[src/rtl/muldiv_pkg.sv]
package muldiv_pkg;
  typedef enum logic [2:0] {
    OP_MULS = 3'd0,
    OP_MULU = 3'd1,
    OP_DIVS = 3'd2,
    OP_DIVU = 3'd3,
    OP_MTLO = 3'd4,
    OP_MTHI = 3'd5,
    OP_MFLO = 3'd6,
    OP_MFHI = 3'd7
  } md_op_e;
endpackage

[src/rtl/muldiv_mult.sv]
module muldiv_mult #(
  parameter int DW = 32
) (
  input  logic            sgn,
  input  logic [DW-1:0]   a,
  input  logic [DW-1:0]   b,
  output logic [DW-1:0]   prod_hi,
  output logic [DW-1:0]   prod_lo
);
  function automatic logic [2*DW-1:0] full_product(
    input logic [DW-1:0] x, input logic [DW-1:0] y, input logic s);
    logic signed [DW:0]     ex;
    logic signed [DW:0]     ey;
    logic signed [2*DW+1:0] p;
    ex = $signed({x[DW-1] & s, x});
    ey = $signed({y[DW-1] & s, y});
    p  = ex * ey;
    return p[2*DW-1:0];
  endfunction

  logic [2*DW-1:0] prod;
  assign prod    = full_product(a, b, sgn);
  assign prod_hi = prod[2*DW-1:DW];
  assign prod_lo = prod[DW-1:0];
endmodule

[src/rtl/muldiv_divider.sv]
module muldiv_divider #(
  parameter int DW = 32
) (
  input  logic          clk,
  input  logic          rst_n,
  input  logic          start,
  input  logic          sgn,
  input  logic [DW-1:0] dvd,
  input  logic [DW-1:0] dvs,
  output logic          running,
  output logic          done,
  output logic [DW-1:0] quo,
  output logic [DW-1:0] rem
);
  localparam int CW = $clog2(DW);

  function automatic logic [DW-1:0] magnitude(input logic [DW-1:0] x, input logic s);
    return (s && x[DW-1]) ? (~x + 1'b1) : x;
  endfunction

  logic          run_q, done_q, negq_q, negr_q, zero_q;
  logic [CW-1:0] cnt_q;
  logic [DW:0]   part_q;
  logic [DW-1:0] acc_q, dvs_q, dvd_q;
  logic [DW:0]   shifted, diff;
  logic          fits, last_step;

  assign shifted   = {part_q[DW-1:0], acc_q[DW-1]};
  assign diff      = shifted - {1'b0, dvs_q};
  assign fits      = ~diff[DW];
  assign last_step = run_q && (cnt_q == CW'(DW-1));

  always_ff @(posedge clk or negedge rst_n) begin
    if (!rst_n) begin
      run_q  <= 1'b0;
      done_q <= 1'b0;
      negq_q <= 1'b0;
      negr_q <= 1'b0;
      zero_q <= 1'b0;
      cnt_q  <= '0;
      part_q <= '0;
      acc_q  <= '0;
      dvs_q  <= '0;
      dvd_q  <= '0;
    end else if (start) begin
      run_q  <= 1'b1;
      done_q <= 1'b0;
      cnt_q  <= '0;
      part_q <= '0;
      acc_q  <= magnitude(dvd, sgn);
      dvs_q  <= magnitude(dvs, sgn);
      negq_q <= sgn & (dvd[DW-1] ^ dvs[DW-1]);
      negr_q <= sgn & dvd[DW-1];
      zero_q <= (dvs == '0);
      dvd_q  <= dvd;
    end else if (run_q) begin
      part_q <= fits ? diff : shifted;
      acc_q  <= {acc_q[DW-2:0], fits};
      cnt_q  <= cnt_q + 1'b1;
      if (last_step) begin
        run_q  <= 1'b0;
        done_q <= 1'b1;
      end
    end else begin
      done_q <= 1'b0;
    end
  end

  assign running = run_q;
  assign done    = done_q;
  assign quo = zero_q ? '1    : (negq_q ? (~acc_q + 1'b1) : acc_q);
  assign rem = zero_q ? dvd_q : (negr_q ? (~part_q[DW-1:0] + 1'b1) : part_q[DW-1:0]);

  assert_done_pulse_R10: assert property (@(posedge clk) disable iff (!rst_n)
    done |=> !done);
  assert_no_restart_R11: assert property (@(posedge clk) disable iff (!rst_n)
    start |-> !running && !done);
endmodule

[src/rtl/muldiv_bankfile.sv]
module muldiv_bankfile #(
  parameter int DW    = 32,
  parameter int NBANK = 2,
  localparam int BW   = (NBANK > 1) ? $clog2(NBANK) : 1
) (
  input  logic          clk,
  input  logic          rst_n,
  input  logic          cmd_we_hi,
  input  logic          cmd_we_lo,
  input  logic [BW-1:0] cmd_bank,
  input  logic [DW-1:0] cmd_hi,
  input  logic [DW-1:0] cmd_lo,
  input  logic          div_we,
  input  logic [BW-1:0] div_bank,
  input  logic [DW-1:0] div_hi,
  input  logic [DW-1:0] div_lo,
  input  logic [BW-1:0] rd_bank,
  output logic [DW-1:0] rd_hi,
  output logic [DW-1:0] rd_lo
);
  logic [DW-1:0] hi_q [NBANK];
  logic [DW-1:0] lo_q [NBANK];

  for (genvar g = 0; g < NBANK; g++) begin : g_bank
    logic sel_cmd, sel_div;
    assign sel_cmd = (cmd_bank == BW'(g));
    assign sel_div = div_we && (div_bank == BW'(g));
    always_ff @(posedge clk or negedge rst_n) begin
      if (!rst_n) begin
        hi_q[g] <= '0;
        lo_q[g] <= '0;
      end else if (sel_div) begin
        hi_q[g] <= div_hi;
        lo_q[g] <= div_lo;
      end else if (sel_cmd) begin
        if (cmd_we_hi) hi_q[g] <= cmd_hi;
        if (cmd_we_lo) lo_q[g] <= cmd_lo;
      end
    end
  end

  assign rd_hi = hi_q[rd_bank];
  assign rd_lo = lo_q[rd_bank];

  assert_bank_isolation_R9: assert property (@(posedge clk) disable iff (!rst_n)
    (div_we && (cmd_we_hi || cmd_we_lo)) |-> (cmd_bank != div_bank));
endmodule

[src/rtl/muldiv_dual.sv]
module muldiv_dual #(
  parameter int DW    = 32,
  parameter int NBANK = 2,
  parameter int IDXW  = 5,
  localparam int BW   = (NBANK > 1) ? $clog2(NBANK) : 1,
  localparam int CW   = $clog2(DW)
) (
  input  logic            clk,
  input  logic            rst_n,
  input  logic            cmd_valid,
  output logic            cmd_ready,
  input  logic [2:0]      cmd_op,
  input  logic [BW-1:0]   cmd_bank,
  input  logic [DW-1:0]   cmd_rs,
  input  logic [DW-1:0]   cmd_rt,
  input  logic [IDXW-1:0] cmd_dst,
  output logic            busy,
  output logic            wb_valid,
  output logic [IDXW-1:0] wb_idx,
  output logic [DW-1:0]   wb_data,
  output logic            rd_valid,
  output logic [DW-1:0]   rd_data
);
  import muldiv_pkg::*;

  md_op_e op;
  logic   fire, is_mul, is_div, is_mf, mul_sgn;
  logic   div_run, div_done;
  logic [BW-1:0] div_bank_q;
  logic [DW-1:0] prod_hi, prod_lo, div_quo, div_rem, rd_hi, rd_lo;
  logic   cmd_we_hi, cmd_we_lo;
  logic [DW-1:0] cmd_hi, cmd_lo;

  assign op      = md_op_e'(cmd_op);
  assign is_mul  = (op == OP_MULS) || (op == OP_MULU);
  assign is_div  = (op == OP_DIVS) || (op == OP_DIVU);
  assign is_mf   = (op == OP_MFLO) || (op == OP_MFHI);
  assign mul_sgn = (op == OP_MULS);

  assign busy      = div_run | div_done;
  assign cmd_ready = !busy || (!is_div && (cmd_bank != div_bank_q));
  assign fire      = cmd_valid && cmd_ready;

  muldiv_mult #(.DW(DW)) u_mult (
    .sgn(mul_sgn), .a(cmd_rs), .b(cmd_rt), .prod_hi(prod_hi), .prod_lo(prod_lo)
  );

  muldiv_divider #(.DW(DW)) u_div (
    .clk(clk), .rst_n(rst_n), .start(fire && is_div), .sgn(op == OP_DIVS),
    .dvd(cmd_rs), .dvs(cmd_rt), .running(div_run), .done(div_done),
    .quo(div_quo), .rem(div_rem)
  );

  always_comb begin
    cmd_we_hi = 1'b0;
    cmd_we_lo = 1'b0;
    cmd_hi    = prod_hi;
    cmd_lo    = prod_lo;
    if (fire) begin
      case (op)
        OP_MULS, OP_MULU: begin cmd_we_hi = 1'b1; cmd_we_lo = 1'b1; end
        OP_MTLO: begin cmd_we_lo = 1'b1; cmd_lo = cmd_rs; end
        OP_MTHI: begin cmd_we_hi = 1'b1; cmd_hi = cmd_rs; end
        default: ;
      endcase
    end
  end

  muldiv_bankfile #(.DW(DW), .NBANK(NBANK)) u_banks (
    .clk(clk), .rst_n(rst_n),
    .cmd_we_hi(cmd_we_hi), .cmd_we_lo(cmd_we_lo), .cmd_bank(cmd_bank),
    .cmd_hi(cmd_hi), .cmd_lo(cmd_lo),
    .div_we(div_done), .div_bank(div_bank_q), .div_hi(div_rem), .div_lo(div_quo),
    .rd_bank(cmd_bank), .rd_hi(rd_hi), .rd_lo(rd_lo)
  );

  always_ff @(posedge clk or negedge rst_n) begin
    if (!rst_n) begin
      div_bank_q <= '0;
      wb_valid   <= 1'b0;
      wb_idx     <= '0;
      wb_data    <= '0;
      rd_valid   <= 1'b0;
      rd_data    <= '0;
    end else begin
      if (fire && is_div) div_bank_q <= cmd_bank;
      wb_valid <= fire && is_mul && (cmd_dst != '0);
      if (fire && is_mul) begin
        wb_idx  <= cmd_dst;
        wb_data <= prod_lo;
      end
      rd_valid <= fire && is_mf;
      if (fire && is_mf) rd_data <= (op == OP_MFHI) ? rd_hi : rd_lo;
    end
  end

  // cycle counter watching the divide window for the latency check
  logic [CW+1:0] lat_q;
  always_ff @(posedge clk or negedge rst_n) begin
    if (!rst_n)               lat_q <= '0;
    else if (fire && is_div)  lat_q <= (CW+2)'(1);
    else if (busy)            lat_q <= lat_q + 1'b1;
  end

  assert_div_latency_R10: assert property (@(posedge clk) disable iff (!rst_n)
    div_done |-> (lat_q == (CW+2)'(DW+1)));
  assert_wb_nonzero_R3: assert property (@(posedge clk) disable iff (!rst_n)
    wb_valid |-> (wb_idx != '0));
  assert_rd_pulse_R8: assert property (@(posedge clk) disable iff (!rst_n)
    (fire && is_mf) |=> rd_valid);
  assert_rd_quiet_R8: assert property (@(posedge clk) disable iff (!rst_n)
    !(fire && is_mf) |=> !rd_valid);
  assert_busy_bank_guard_R11: assert property (@(posedge clk) disable iff (!rst_n)
    (busy && (cmd_we_hi || cmd_we_lo)) |-> (cmd_bank != div_bank_q));
endmodule

[config.mk]
export PLATFORM = sky130hd
export DESIGN_NAME = muldiv_dual
export DESIGN_NICKNAME = d
export VERILOG_FILES = /design/src/rtl/muldiv_pkg.sv /design/src/rtl/muldiv_mult.sv /design/src/rtl/muldiv_divider.sv /design/src/rtl/muldiv_bankfile.sv /design/src/rtl/muldiv_dual.sv
export SDC_FILE = /design/constraint.sdc
export NUM_CORES = 2
export LEC_CHECK = 0
export BUFFER_PORTS_ARGS = -buffer_cell sky130_fd_sc_hd__buf_2
export CORE_AREA = 5 5 488 490
export DETAILED_ROUTE_END_ITERATION = 8
export DIE_AREA = 0 0 493 495
export GPL_TIMING_DRIVEN = 1
export PLACE_DENSITY = 0.49
export SETUP_SLACK_MARGIN = 0.5
export SLEW_MARGIN = 30
export SYNTH_ARGS = -nofsm -noshare
export SYNTH_HDL_FRONTEND = slang
export SYNTH_SLANG_ARGS = --single-unit
[constraint.sdc]
create_clock -name clk -period 5.41 [get_ports clk]
set_input_delay 1.082 -clock clk [delete_from_list [all_inputs] [get_ports clk]]
set_output_delay 1.082 -clock clk [all_outputs]
set_load 0.1 [all_outputs]
==> results.py <==
metrics = {
    "layout": {
        "area_growth_pct": 28.6,
        "drive_above_1_share_pct": 24.7,
        "seq_area_um2": 8460,
        "layout_commonest_cell": "inv_1",
        "fillers": 24200,
        "fin_nets": 8542,
        "final_cell_mix": "inv_1 (1111), nand2_1 (1069), fa_1 (1059)",
        "multi_input_area_um2": 46500,
    },
    "detailed_routing": {
        "drc": 0,
        "vias": 48000,
        "drtIter0Drc": 3339,
        "wl_per_cell_um": 21.8,
        "wl_mm": 222,
        "viasPerCell": 4.72,
        "ant_nets": 0,
        "first_pass_iters": 7,
    },
    "floorplanning": {
        "initial_core_util_pct": 24.8,
        "core_um2": 234000,
        "io_pins": 149,
        "die_area_um2": 244000,
        "fp-row-count": 178,
        "fp.dieW_um": 493,
        "die_h_um": 495,
    },
    "sta": {
        "finalCriticalPeriod_ns": 8.13,
        "fmax_ghz": 0.123,
        "rsz0062_at_grt": "true",
        "max_slew_margin_pct": 27.4,
        "finalHoldWorstSlack_ns": 0.461,
        "timing.final.crit_share_pct": 150,
        "finalHoldViolations": 0,
        "final.setup_skew_ns": 0.0375,
        "worst_pin_slew_ns": 1.09,
        "layout_setup_ws_ns": -2.72,
        "setup_viol": 133,
        "drv_slew": 0,
    },
    "logic_synthesis": {
        "syn_area_per_cell_um2": 9.01,
        "synth_edf_count": 0,
        "synth_cells": 6426,
        "yosysWarnings": 0,
        "async_reset_ff_share_pct": 100,
        "syn_nets": 7879,
        "synthFlopType": "dfrtp_1",
        "ys_types": 76,
        "synth_seq_area_share_pct": 14.6,
        "synth-seq-cells": 338,
        "synth.cell_area_um2": 57900,
    },
    "worst_setup_path": {
        "crit_path_max_fanout": 5,
        "worstSetupPathType": "primary input to flip-flop",
        "cp.arrival_ns": 8.59,
        "critPathCaptureType": "flip-flop",
        "start_kind": "primary input",
        "slowest_stage": "fa_2",
        "crit_buf_inv": 12,
        "worstPathRequired_ns": 5.87,
        "critPathTopFamily": "adder cells",
        "critical-path-max-stage-delay_ns": 0.59,
    },
    "job": {
        "maxCapViolCount": 0,
    },
    "global_routing": {
        "grt_start_max_net_pins": 134,
        "grt_use_total_pct": 18.0,
        "grt_pass1_vias": 50800,
        "antenna_found_initial": 8,
        "grt_overflow": 0,
        "grt_pass1_wl_mm": 335,
    },
    "clocking": {
        "htree_levels": 2,
        "cts_buffer_depth": 3,
        "numCtsBuffers": 35,
        "cts_tree": "yes",
        "clk_latency_ns": 0.56,
        "clkSlewWorstSetupHoldPaths_ns": 0.06,
        "clkSinkCount": 338,
        "cts_root_buffer": "clkbuf_16",
    },
    "worst_hold_path": {
        "worstHoldPathType": "flip-flop to flip-flop",
    },
    "placed_design": {
        "dpl.hpwl_mm": 180,
        "routabilityCongestion": 0.948,
        "io_buffers": 148,
    },
    "status": {
        "violations": "negative setup slack",
        "status": "complete, but fails checks",
    },
}
## path summary, 6_finish.rpt
kind / startpoint / endpoint / slack [ns] / cells after the start
worst min register to register: wb_data[10] / wb_data[10] / 0.46 / 2
worst min-delay path: wb_data[10] / wb_data[10] / 0.46 / 2
min in group asynchronous: rst_n / u_div.part_q[12] / 0.55 / 1
worst max register to register: u_div.dvs_q[0] / u_div.part_q[9] / 1.19 / 14
max in group asynchronous: rst_n / u_banks.lo_q[45] / 3.52 / 2
worst max-delay path: cmd_op[2] / u_banks.hi_q[31] / -2.72 / 31
## synthesized netlist by cell type, types with 14 or more instances
master | instances | share of area [%]
a211oi_1 | 14 | 0.18
a21o_1 | 43 | 0.56
a21oi_1 | 178 | 1.5
a221o_1 | 30 | 0.52
a22oi_1 | 48 | 0.62
a31oi_1 | 15 | 0.16
a32o_1 | 16 | 0.28
and2_1 | 364 | 3.9
and3_1 | 37 | 0.40
buf_1 | 68 | 0.44
clkbuf_1 | 361 | 2.3
dfrtp_1 | 338 | 15
fa_1 | 1126 | 39
ha_1 | 251 | 5.4
inv_1 | 1185 | 7.7
mux2_2 | 33 | 0.64
mux2i_1 | 34 | 0.59
mux4_2 | 32 | 1.2
nand2_1 | 1129 | 7.3
nand2b_1 | 31 | 0.33
nand3_1 | 104 | 0.90
nand4_1 | 17 | 0.18
nor2_1 | 177 | 1.1
nor2b_1 | 17 | 0.18
nor3_1 | 30 | 0.26
o211ai_1 | 38 | 0.49
o21a_1 | 19 | 0.25
o21ai_0 | 203 | 1.8
o21bai_1 | 24 | 0.31
o221ai_1 | 60 | 0.91
o31ai_1 | 33 | 0.43
o41ai_1 | 17 | 0.26
xnor2_1 | 122 | 1.8
xor2_1 | 94 | 1.4
## metrics by stage
step | instances | setup TNS [ns] | instance area [um2] | setup slack, ns | util, %
finish | 10200 | -271.74 | 74500 | -2.72 | 31.9
global route | 10200 | -294.89 | 74500 | -2.89 | 31.9
CTS | 10100 | -268.17 | 73200 | -2.72 | 31.3
detailed placement | 9975 | -383.93 | 68800 | -3.70 | 29.5
global placement | 9975 | -378.19 | 68800 | -3.61 | 29.5
floorplan | 6426 | -247.25 | 59600 | -3.20 | -
## flip-flops by register name, summed over array words and instances (netlist names), 5 cells and up
| register | cells |
|---|---|
| wb_data | 32 |
| u_div.part_q | 32 |
| u_banks.lo_q | 64 |
| u_banks.hi_q | 64 |
| rd_data | 32 |
| u_div.dvs_q | 32 |
| u_div.acc_q | 32 |
| u_div.cnt_q | 5 |
| wb_idx | 5 |
| u_div.dvd_q | 32 |
## repair_timing
action                     in CTS  in global routing
setup endpoints to repair     142                141
gates cloned                    5                  3
setup buffers                  99                 30
pin swaps                     244                218
resized for setup             518                241
hold buffers                    0                  0
## worst register-to-register path: cells and delay by family (launching register included)
family	cells	cell delay [ns]
xor+xnor	1	0.74
mux	1	0.20
simple gates	1	0.53
buf+inv	2	0.44
compound gates	7	1.35
fa+ha+maj	2	0.44
flops	1	0.39
## layout make-up
| cell class | count | share of cell area, % |
|---|---|---|
| Timing Repair Buffer | 1057 | 13.5 |
| Inverter | 1186 | 6.03 |
| Clock buffer | 52 | 1.37 |
| Antenna cell | 5 | 0.0168 |
| Tap cell | 3060 | 5.14 |
| Multi-Input combinational cell | 4471 | 62.4 |
| Sequential cell | 338 | 11.4 |
| Clock inverter | 8 | 0.124 |
## cells by family (layout without fill, tap and decap cells)
family | Yosys count | in the layout | synth area share, %
muxes | 99 | 99 | 2.47
DFF | 338 | 338 | 14.6
and+or+nand+nor | 1978 | 1978 | 15.6
other | 0 | 5 | 0
adders and majority gates | 1377 | 1377 | 44.3
buffers and inverters | 1617 | 2303 | 10.5
xor gates and xnor gates | 216 | 216 | 3.27
AOI/OAI and AO/OA | 801 | 801 | 9.23
## metal layers
| metal | part of all wire [%] | global-route usage [%] | vias up |
|---|---|---|---|
| met2 | 47 | 29.9 | 1464 |
| met4 | 3.8 | 5.15 | 2 |
| met5 | 0.0059 | 0 | - |
| li1 | - | - | 21200 |
| met1 | 44 | 24.9 | 25100 |
| met3 | 5.5 | 1.89 | 277 |
Power is left out: the tool's default activity adds up to more than one toggle a clock period on the data nets, which glitch-free logic cannot reach.
